### config.mk
export PLATFORM = sky130hd
export DESIGN_NAME = evt_cnt_top
export DESIGN_NICKNAME = d
export VERILOG_FILES = /design/src/rtl/evt_cnt_pkg.sv /design/src/rtl/evt_sync_filter.sv /design/src/rtl/evt_edge_det.sv /design/src/rtl/evt_down_counter.sv /design/src/rtl/evt_cnt_top.sv
export SDC_FILE = /design/constraint.sdc
export NUM_CORES = 1
export LEC_CHECK = 0
export BUFFER_PORTS_ARGS = -buffer_cell sky130_fd_sc_hd__buf_4
export CORE_ASPECT_RATIO = 1.2
export CORE_MARGIN = 3
export CORE_UTILIZATION = 51
export DETAILED_ROUTE_END_ITERATION = 10
export PLACE_DENSITY_LB_ADDON = 0.1
export SLEW_MARGIN = 10
export SYNTH_ARGS = -nofsm -noshare
export SYNTH_HDL_FRONTEND = slang
export SYNTH_SLANG_ARGS = --single-unit
export TNS_END_PERCENT = 5
### constraint.sdc
create_clock -name clk_i -period 2 [get_ports clk_i]
set_input_delay 0.1 -clock clk_i [delete_from_list [all_inputs] [get_ports clk_i]]
set_output_delay 0.1 -clock clk_i [all_outputs]
set_load 0.05 [all_outputs]
### src/rtl/evt_cnt_pkg.sv
package evt_cnt_pkg;
  localparam int unsigned CNT_W = 16;

  typedef enum logic [1:0] {
    ADDR_RELOAD = 2'd0,
    ADDR_COUNT  = 2'd1,
    ADDR_CTRL   = 2'd2,
    ADDR_RSVD   = 2'd3
  } reg_addr_e;

  typedef enum logic [1:0] {
    EDGE_RISE  = 2'd0,
    EDGE_FALL  = 2'd1,
    EDGE_BOTH  = 2'd2,
    EDGE_BOTH2 = 2'd3
  } edge_sel_e;

  localparam int unsigned CTRL_START_BIT = 0;
  localparam int unsigned CTRL_STOP_BIT  = 1;
  localparam int unsigned CTRL_NF_BIT    = 2;
  localparam int unsigned CTRL_ESEL_LSB  = 3;
  localparam int unsigned CTRL_EN_BIT    = 8;
endpackage

### src/rtl/evt_sync_filter.sv
module evt_sync_filter #(
  parameter int unsigned SYNC_STAGES = 2
) (
  input  logic clk_i,
  input  logic rst_ni,
  input  logic clk_en_i,
  input  logic nf_en_i,
  input  logic pin_i,
  output logic level_o
);
  logic [SYNC_STAGES-1:0] sync_q;
  logic                   prev_q;
  logic                   level_q;
  logic                   sync_lvl;

  assign sync_lvl = sync_q[SYNC_STAGES-1];

  always_ff @(posedge clk_i or negedge rst_ni) begin
    if (!rst_ni) begin
      sync_q  <= '0;
      prev_q  <= 1'b0;
      level_q <= 1'b0;
    end else if (clk_en_i) begin
      sync_q <= {sync_q[SYNC_STAGES-2:0], pin_i};
      prev_q <= sync_lvl;
      if (!nf_en_i) begin
        level_q <= sync_lvl;
      end else if (sync_lvl == prev_q) begin
        // level accepted only after two matching samples
        level_q <= sync_lvl;
      end
    end
  end

  assign level_o = level_q;
endmodule

### src/rtl/evt_edge_det.sv
module evt_edge_det
  import evt_cnt_pkg::*;
(
  input  logic      clk_i,
  input  logic      rst_ni,
  input  logic      clk_en_i,
  input  logic      level_i,
  input  edge_sel_e esel_i,
  output logic      edge_o
);
  logic level_d_q;
  logic rise, fall;

  always_ff @(posedge clk_i or negedge rst_ni) begin
    if (!rst_ni)       level_d_q <= 1'b0;
    else if (clk_en_i) level_d_q <= level_i;
  end

  assign rise = level_i & ~level_d_q;
  assign fall = ~level_i & level_d_q;

  always_comb begin
    unique case (esel_i)
      EDGE_RISE: edge_o = rise;
      EDGE_FALL: edge_o = fall;
      default:   edge_o = rise | fall;
    endcase
    edge_o = edge_o & clk_en_i;
  end
endmodule

### src/rtl/evt_down_counter.sv
module evt_down_counter #(
  parameter int unsigned WIDTH = 16
) (
  input  logic             clk_i,
  input  logic             rst_ni,
  input  logic             clk_en_i,
  input  logic             start_i,
  input  logic             stop_i,
  input  logic             edge_i,
  input  logic [WIDTH-1:0] reload_i,
  output logic [WIDTH-1:0] cnt_o,
  output logic             enabled_o,
  output logic             irq_o
);
  localparam logic [WIDTH-1:0] ONE = WIDTH'(1);

  logic [WIDTH-1:0] cnt_q;
  logic             en_q;
  logic             irq_q;
  logic             wrap;

  assign wrap = (cnt_q <= ONE);

  always_ff @(posedge clk_i or negedge rst_ni) begin
    if (!rst_ni) begin
      cnt_q <= '0;
      en_q  <= 1'b0;
      irq_q <= 1'b0;
    end else if (clk_en_i) begin
      irq_q <= 1'b0;
      if (stop_i) begin
        en_q <= 1'b0;
      end else if (start_i) begin
        en_q  <= 1'b1;
        cnt_q <= reload_i;
      end else if (en_q && edge_i) begin
        if (wrap) begin
          cnt_q <= reload_i;
          irq_q <= 1'b1;
        end else begin
          cnt_q <= cnt_q - ONE;
        end
      end
    end else begin
      irq_q <= 1'b0;
    end
  end

  assign cnt_o     = cnt_q;
  assign enabled_o = en_q;
  assign irq_o     = irq_q;
endmodule

### src/rtl/evt_cnt_top.sv
module evt_cnt_top
  import evt_cnt_pkg::*;
#(
  parameter int unsigned WIDTH       = CNT_W,
  parameter int unsigned SYNC_STAGES = 2
) (
  input  logic             clk_i,
  input  logic             rst_ni,
  input  logic             clk_en_i,
  input  logic             evt_i,
  input  logic             reg_we_i,
  input  logic [1:0]       reg_addr_i,
  input  logic [WIDTH-1:0] reg_wdata_i,
  output logic [WIDTH-1:0] reg_rdata_o,
  output logic             enabled_o,
  output logic             irq_o
);
  logic [WIDTH-1:0] reload_q;
  logic             nf_q;
  edge_sel_e        esel_q;
  logic             ctrl_we;
  logic             start, stop;
  logic             level, edge_det;
  logic [WIDTH-1:0] cnt;

  assign ctrl_we = reg_we_i && clk_en_i && (reg_addr_e'(reg_addr_i) == ADDR_CTRL);
  assign start   = ctrl_we && reg_wdata_i[CTRL_START_BIT];
  assign stop    = ctrl_we && reg_wdata_i[CTRL_STOP_BIT];

  always_ff @(posedge clk_i or negedge rst_ni) begin
    if (!rst_ni) begin
      reload_q <= '0;
      nf_q     <= 1'b0;
      esel_q   <= EDGE_RISE;
    end else if (clk_en_i && reg_we_i) begin
      if (reg_addr_e'(reg_addr_i) == ADDR_RELOAD) reload_q <= reg_wdata_i;
      if (ctrl_we) begin
        nf_q   <= reg_wdata_i[CTRL_NF_BIT];
        esel_q <= edge_sel_e'(reg_wdata_i[CTRL_ESEL_LSB +: 2]);
      end
    end
  end

  evt_sync_filter #(.SYNC_STAGES(SYNC_STAGES)) u_filt (
    .clk_i    (clk_i),
    .rst_ni   (rst_ni),
    .clk_en_i (clk_en_i),
    .nf_en_i  (nf_q),
    .pin_i    (evt_i),
    .level_o  (level)
  );

  evt_edge_det u_edge (
    .clk_i    (clk_i),
    .rst_ni   (rst_ni),
    .clk_en_i (clk_en_i),
    .level_i  (level),
    .esel_i   (esel_q),
    .edge_o   (edge_det)
  );

  evt_down_counter #(.WIDTH(WIDTH)) u_cnt (
    .clk_i     (clk_i),
    .rst_ni    (rst_ni),
    .clk_en_i  (clk_en_i),
    .start_i   (start),
    .stop_i    (stop),
    .edge_i    (edge_det),
    .reload_i  (reload_q),
    .cnt_o     (cnt),
    .enabled_o (enabled_o),
    .irq_o     (irq_o)
  );

  always_comb begin
    reg_rdata_o = '0;
    unique case (reg_addr_e'(reg_addr_i))
      ADDR_RELOAD: reg_rdata_o = reload_q;
      ADDR_COUNT:  reg_rdata_o = cnt;
      ADDR_CTRL: begin
        reg_rdata_o[CTRL_NF_BIT]          = nf_q;
        reg_rdata_o[CTRL_ESEL_LSB +: 2]   = esel_q;
        reg_rdata_o[CTRL_EN_BIT]          = enabled_o;
      end
      default:     reg_rdata_o = '0;
    endcase
  end
endmodule

After elaboration in Yosys (flattened, before gate mapping)
Index checks and enable logic that the tools add are counted.
- input port bits: 23
- word-level logic and storage cells: 56
- register bits after elaboration: 42
- output and inout port bits: 18
- equality and inequality tests: 5
- reduce and logical (&&, ||, !) cells: 14
- magnitude comparators: 1
- bitwise logic cells: 7
- muxes and demuxes: 18
- $add $sub $neg: 1
- operator list (cell ; count):
    $mux 16 ; 3
    $le 16x1->1 const B ; 1
    $sub 16x1->16 const B ; 1
    $pmux 7 s2 ; 1
    $mux 1 ; 9
    $pmux 3 s3 ; 1
    $reduce_and 2->1 ; 4
    $pmux 3 s2 ; 1
    $logic_and 1x1->1 ; 5
    $eq 2x1->1 const B ; 2
    $logic_not 2->1 ; 2
    $pmux 2 s2 ; 1
    $reduce_bool 2->1 ; 2
    $and 1x1->1 ; 3
    $not 1->1 ; 3
    $pmux 1 s3 ; 1
    $reduce_and 3->1 ; 1
    $eq 2x2->1 const B ; 1
    $ne 2x1->1 const B ; 1
    $pmux 1 s2 ; 1
    $eq 1x1->1 ; 1
    $or 1x1->1 ; 1

Longest topological paths before layout
- depth after elaboration: 10
- depth in mapped cells: 9
- depth with buffers taken out: 7

Hierarchy
From an unflattened synthesis, not the netlist that was laid out.
- cell total of the unflattened synthesis: 241
- area total of the unflattened synthesis: 2534.9 um^2
- modules (own cells, without submodules) (module ; cells an instance ; area each (um^2) ; instances ; sequential area each (um^2)):
    evt_down_counter ; 134 ; 1197.4 ; 1 ; 450.4
    evt_cnt_top ; 83 ; 1084.8 ; 1 ; 475.5
    evt_sync_filter ; 14 ; 161.4 ; 1 ; 100.1
    evt_edge_det ; 10 ; 91.3 ; 1 ; 25.0

Worst setup path after synthesis
Ideal clock, no wire load.
- path kind: register to register
- start point: register u_cnt.cnt_q[0] (netlist: u_cnt.cnt_o[0])
- end point: register u_cnt.cnt_q[5] (netlist: u_cnt.cnt_o[5])
- stages on the path, launching flop included: 9
- slack: -0.122 ns
- setup time: 0.124 ns
- data required time: 1.876 ns
- arrival: 1.998 ns
- path buffers: 1
- clock period less this slack: 2.122 ns
- cells stage by stage: dfrtp_1 inv_1 ha_1 nor2_1 nor4_1 a21o_2 buf_6 o21ai_0 o2bb2ai_1
- longest elaborated chain between the ends: 4
- elaborated cells on any way between the ends: 5
- those cells by class: add/sub: 1; order compare: 1; mux: 3
- RTL lines (what ; RTL line ; source):
    from (decl) ; evt_down_counter.sv:17 ; logic [WIDTH-1:0] cnt_q;
    from (signal assigned) ; evt_down_counter.sv:35 ; cnt_q <= reload_i;
    from (signal assigned) ; evt_down_counter.sv:38 ; cnt_q <= reload_i;
    from (signal assigned) ; evt_down_counter.sv:41 ; cnt_q <= cnt_q - ONE;
    $sub 16x1->16 or $le 16x1->1 (tied branches) ; evt_down_counter.sv:41, evt_down_counter.sv:22 ;
    $mux 16 * ; evt_down_counter.sv:37 ; if (wrap) begin
    $mux 16 * ; evt_down_counter.sv:36 ; end else if (en_q && edge_i) begin
    $mux 16 * ; evt_down_counter.sv:33 ; end else if (start_i) begin
Every way passes the cells marked *; elsewhere a longest branch is shown, timed or not. The select of a mux whose other input is x is not followed.
A chain may end at the register's enable or synchronous reset.

Worst setup path in the final report
- start point: register u_cnt.cnt_q[4] (netlist: u_cnt.cnt_o[4])
- end point: register u_cnt.cnt_q[4] (netlist: u_cnt.cnt_o[4])
The elaborated chain is that of the path after synthesis.

==> results.ini <==
[yosys]
synth.net_count=274
synth_compound_area_frac=0.164
synth_top_area_cell=dfrtp_1
synth.cell_area_um2=2460
ys_ff_latch=42
synth_top_family_by_area=multiplexers
syn_inst=247
synth_fa_ha_area_frac=0.0204
yosys_warnings=0
synth_xor_area_frac=0
synthSimpleGateAreaFrac=0.149
synth.top_cell.area_share=0.428
synthTopCellsByArea=dfrtp_1 43%, mux2i_1 9.8%, mux2_2 9.2%, nand2_1 3.8%, nor2_1 3.2%
synth_flop_cell=dfrtp_1
yosys.cell_count.top_type=dfrtp_1
synth.distinct_cells=43
synthArstFlopShare=1.00
synthMuxAreaShare=0.189
synth_edf_count=0
yosysSeqAreaShare=0.428
synthTopCellsByCount=42 x dfrtp_1, 25 x nand2_1, 24 x mux2i_1
avgSynthCellArea_um2=9.95

[grt]
grt_util_all_layers=0.232
grt_pass1_vias=2132
grt-busiest-layer=met2
use_met2=0.404
grt_antenna_before_repair=0
grt_max_degree=43
use_met3=0.0490
met1_usage=0.289
grt_pass1_wl_um=10400
overflow=0

[floorplanning]
core_area_um2=4630
rows=27
start_util=0.531
ios=41
fp.dieArea_um2=5690
floorplan.die.width_um=69.4
dieHeight_um=82.0

[routing]
vias=2152
drtIter0Drc=117
wl_um=6390
via_per_inst=5.66
post_drt_wl_per_cell_um=16.8
route.detailed.drc=0
drtPass1Iterations=4
ant_nets=0

[cts]
clock_sinks=42
numCtsBuffers=5
cts_root_buf=clkbuf_8
path_clk_slew_ns=0.09
insertion_delay_ns=0.31
cts.path.max_buffers=2
htreeDepth=2
cts_tree=built

[power]
pwr_density_cell_nw_per_um2=967
power.internal_uw=1990
sw_frac_of_total=0.379
vdd_drop_max_uv=605
power_frac_clock=0.216
p_seq_frac=0.373
cellLeakagePower_uw=0.00156
fin_total_pwr_uw=3210
combPwrFrac=0.411
p_switching_uw=1220

[final_layout]
drive_above_1_share=0.419
nNetsFinal=348
syn_to_final_growth_pct=35.2
antenna_cells=0
fin_area_um2=3320
finalNonFillerCells=380

[timing]
final.setup.worst_slack_ns=-0.107
hold_viol=0
slew_viol_final=0
min_period_over_period=1.05
clock.fmax_ghz=0.475
hold_slack_ns=0.00697
tightest_slew_ns=0.582
timing.slew.headroom=0.608
setup_viol=13
fin_crit_ns=2.11
rsz0062_at_grt=yes
finClkSkew_ns=0.00949

[place]
dpl.hpwl_um=4240
place_area_um2=3020
dpl_worst_slack_ns=-0.0730
dpl.cell_count=365
io_buffers=40
gp_congestion=0.899

[hold_path]
hold_class=in2reg
min_from=reg_wdata_i[2]
min_to=nf_q
worstHoldPathCells=3

[setup_path]
cp_max_fo=4
crit_type=reg2reg
r2r-start=u_cnt.cnt_o[4]
regToRegEndpoint=u_cnt.cnt_o[4]
critPathArrivalTime_ns=2.34
end_kind=flip-flop
r2r_slack_ns=-0.11
cp-start-kind=flip-flop
reg2reg_depth=8
critPathRequiredTime_ns=2.23

[run]
cap_violations=0

[outcome]
violations=setup timing
outcome=finished with violations

==> layout make-up <==
type                       instances  area [um2]
clock inverter                     2        37.5
sequential                        42        1050
multi-input combinational        181        1410
inverter                           9        33.8
clock buffer                       6        72.6
fill                             365        1310
timing repair buffer              82         644
tap                               58        72.6
==> worst max-delay path by stage <==
stage	startpoint	endpoint	slack (ns)	depth (start not counted)
floorplan	u_cnt.cnt_o[0]	u_cnt.cnt_o[12]	-0.04	8
finish	u_cnt.cnt_o[4]	u_cnt.cnt_o[4]	-0.11	8
global placement	u_cnt.cnt_o[0]	u_cnt.cnt_o[15]	-0.13	7
CTS	u_cnt.cnt_o[5]	u_cnt.cnt_o[12]	0.002	6
global route	u_cnt.cnt_o[4]	u_cnt.cnt_o[4]	-0.18	8
detailed placement	u_cnt.cnt_o[5]	u_cnt.cnt_o[12]	-0.07	6
==> power by group through the flow <==
stage | Clock, uW | Combinational, uW | Sequential (uW)
6_report | 692 | 1320 | 1200
5_1_grt | 733 | 1440 | 1220
4_1_cts | 697 | 1260 | 1190
3_5_place_dp | 0 | 1220 | 1200
3_3_place_gp | 0 | 1200 | 1200
2_1_floorplan | 0 | 739 | 1200
==> registers in the layout, summed over array words and instances (netlist names), 2 cells and up <==
register and flops:
esel_q 2, reload_q 16, u_filt.sync_q 2, u_cnt.cnt_o 16
==> worst max-delay path, cell delays in order, from the launching register on <==
cell and delay (ns):
dfrtp_1 0.40, or4_4 0.58, nor4_4 0.30, buf_6 0.17
buf_6 0.11, a211oi_2 0.06, buf_4 0.14, o2bb2ai_2 0.11
a2bb2oi_1 0.16
==> through the flow <==
step,TNS (ns),util
finish,-0.518,0.718
global route,-1.81,0.718
CTS,0,0.691
detailed placement,-0.145,0.653
global placement,-0.244,0.653
floorplan,-0.194,-
==> timing repair <==
item | CTS | global route
endpoints found under the hold margin | 45 | 0
hold buffers | 4 | 0
gates resized for setup | 5 | 26
pin swaps | 0 | 9
setup buffers | 0 | 2
gates cloned | 0 | 1
setup endpoints to repair | 8 | 16
==> layer usage <==
metal  routed length (um)  vias to the layer above
met3                  382                        8
met1                 2730                     1039
li1                     -                     1036
met4                   76                        0
met5                    0                        -
met2                 3210                       69
==> logic make-up after synthesis <==
family | Yosys count
mux | 44
buf+inv | 25
fa+ha+maj | 4
simple gates | 76
compound gates | 56
flops | 42
==> cell usage in the layout, fill, tap and decap left out, types with 2 or more instances in the layout <==
cell	n
nor3_2	4
nor2_1	21
nor4_4	2
a21oi_1	4
buf_4	73
mux2i_1	24
o21ai_0	10
buf_6	5
dlygate4sd3_1	4
dfrtp_1	42
a2bb2oi_1	3
nor3_1	8
nor4_2	2
clkbuf_8	5
a21oi_2	5
nand2_1	24
o2bb2ai_1	7
mux2_2	20
inv_1	9
a22oi_1	4
or3_1	2
a22oi_2	3
o21ai_2	2
o21ai_1	7
nand3_1	2
ha_1	4
(Power assumes the default switching activity.)
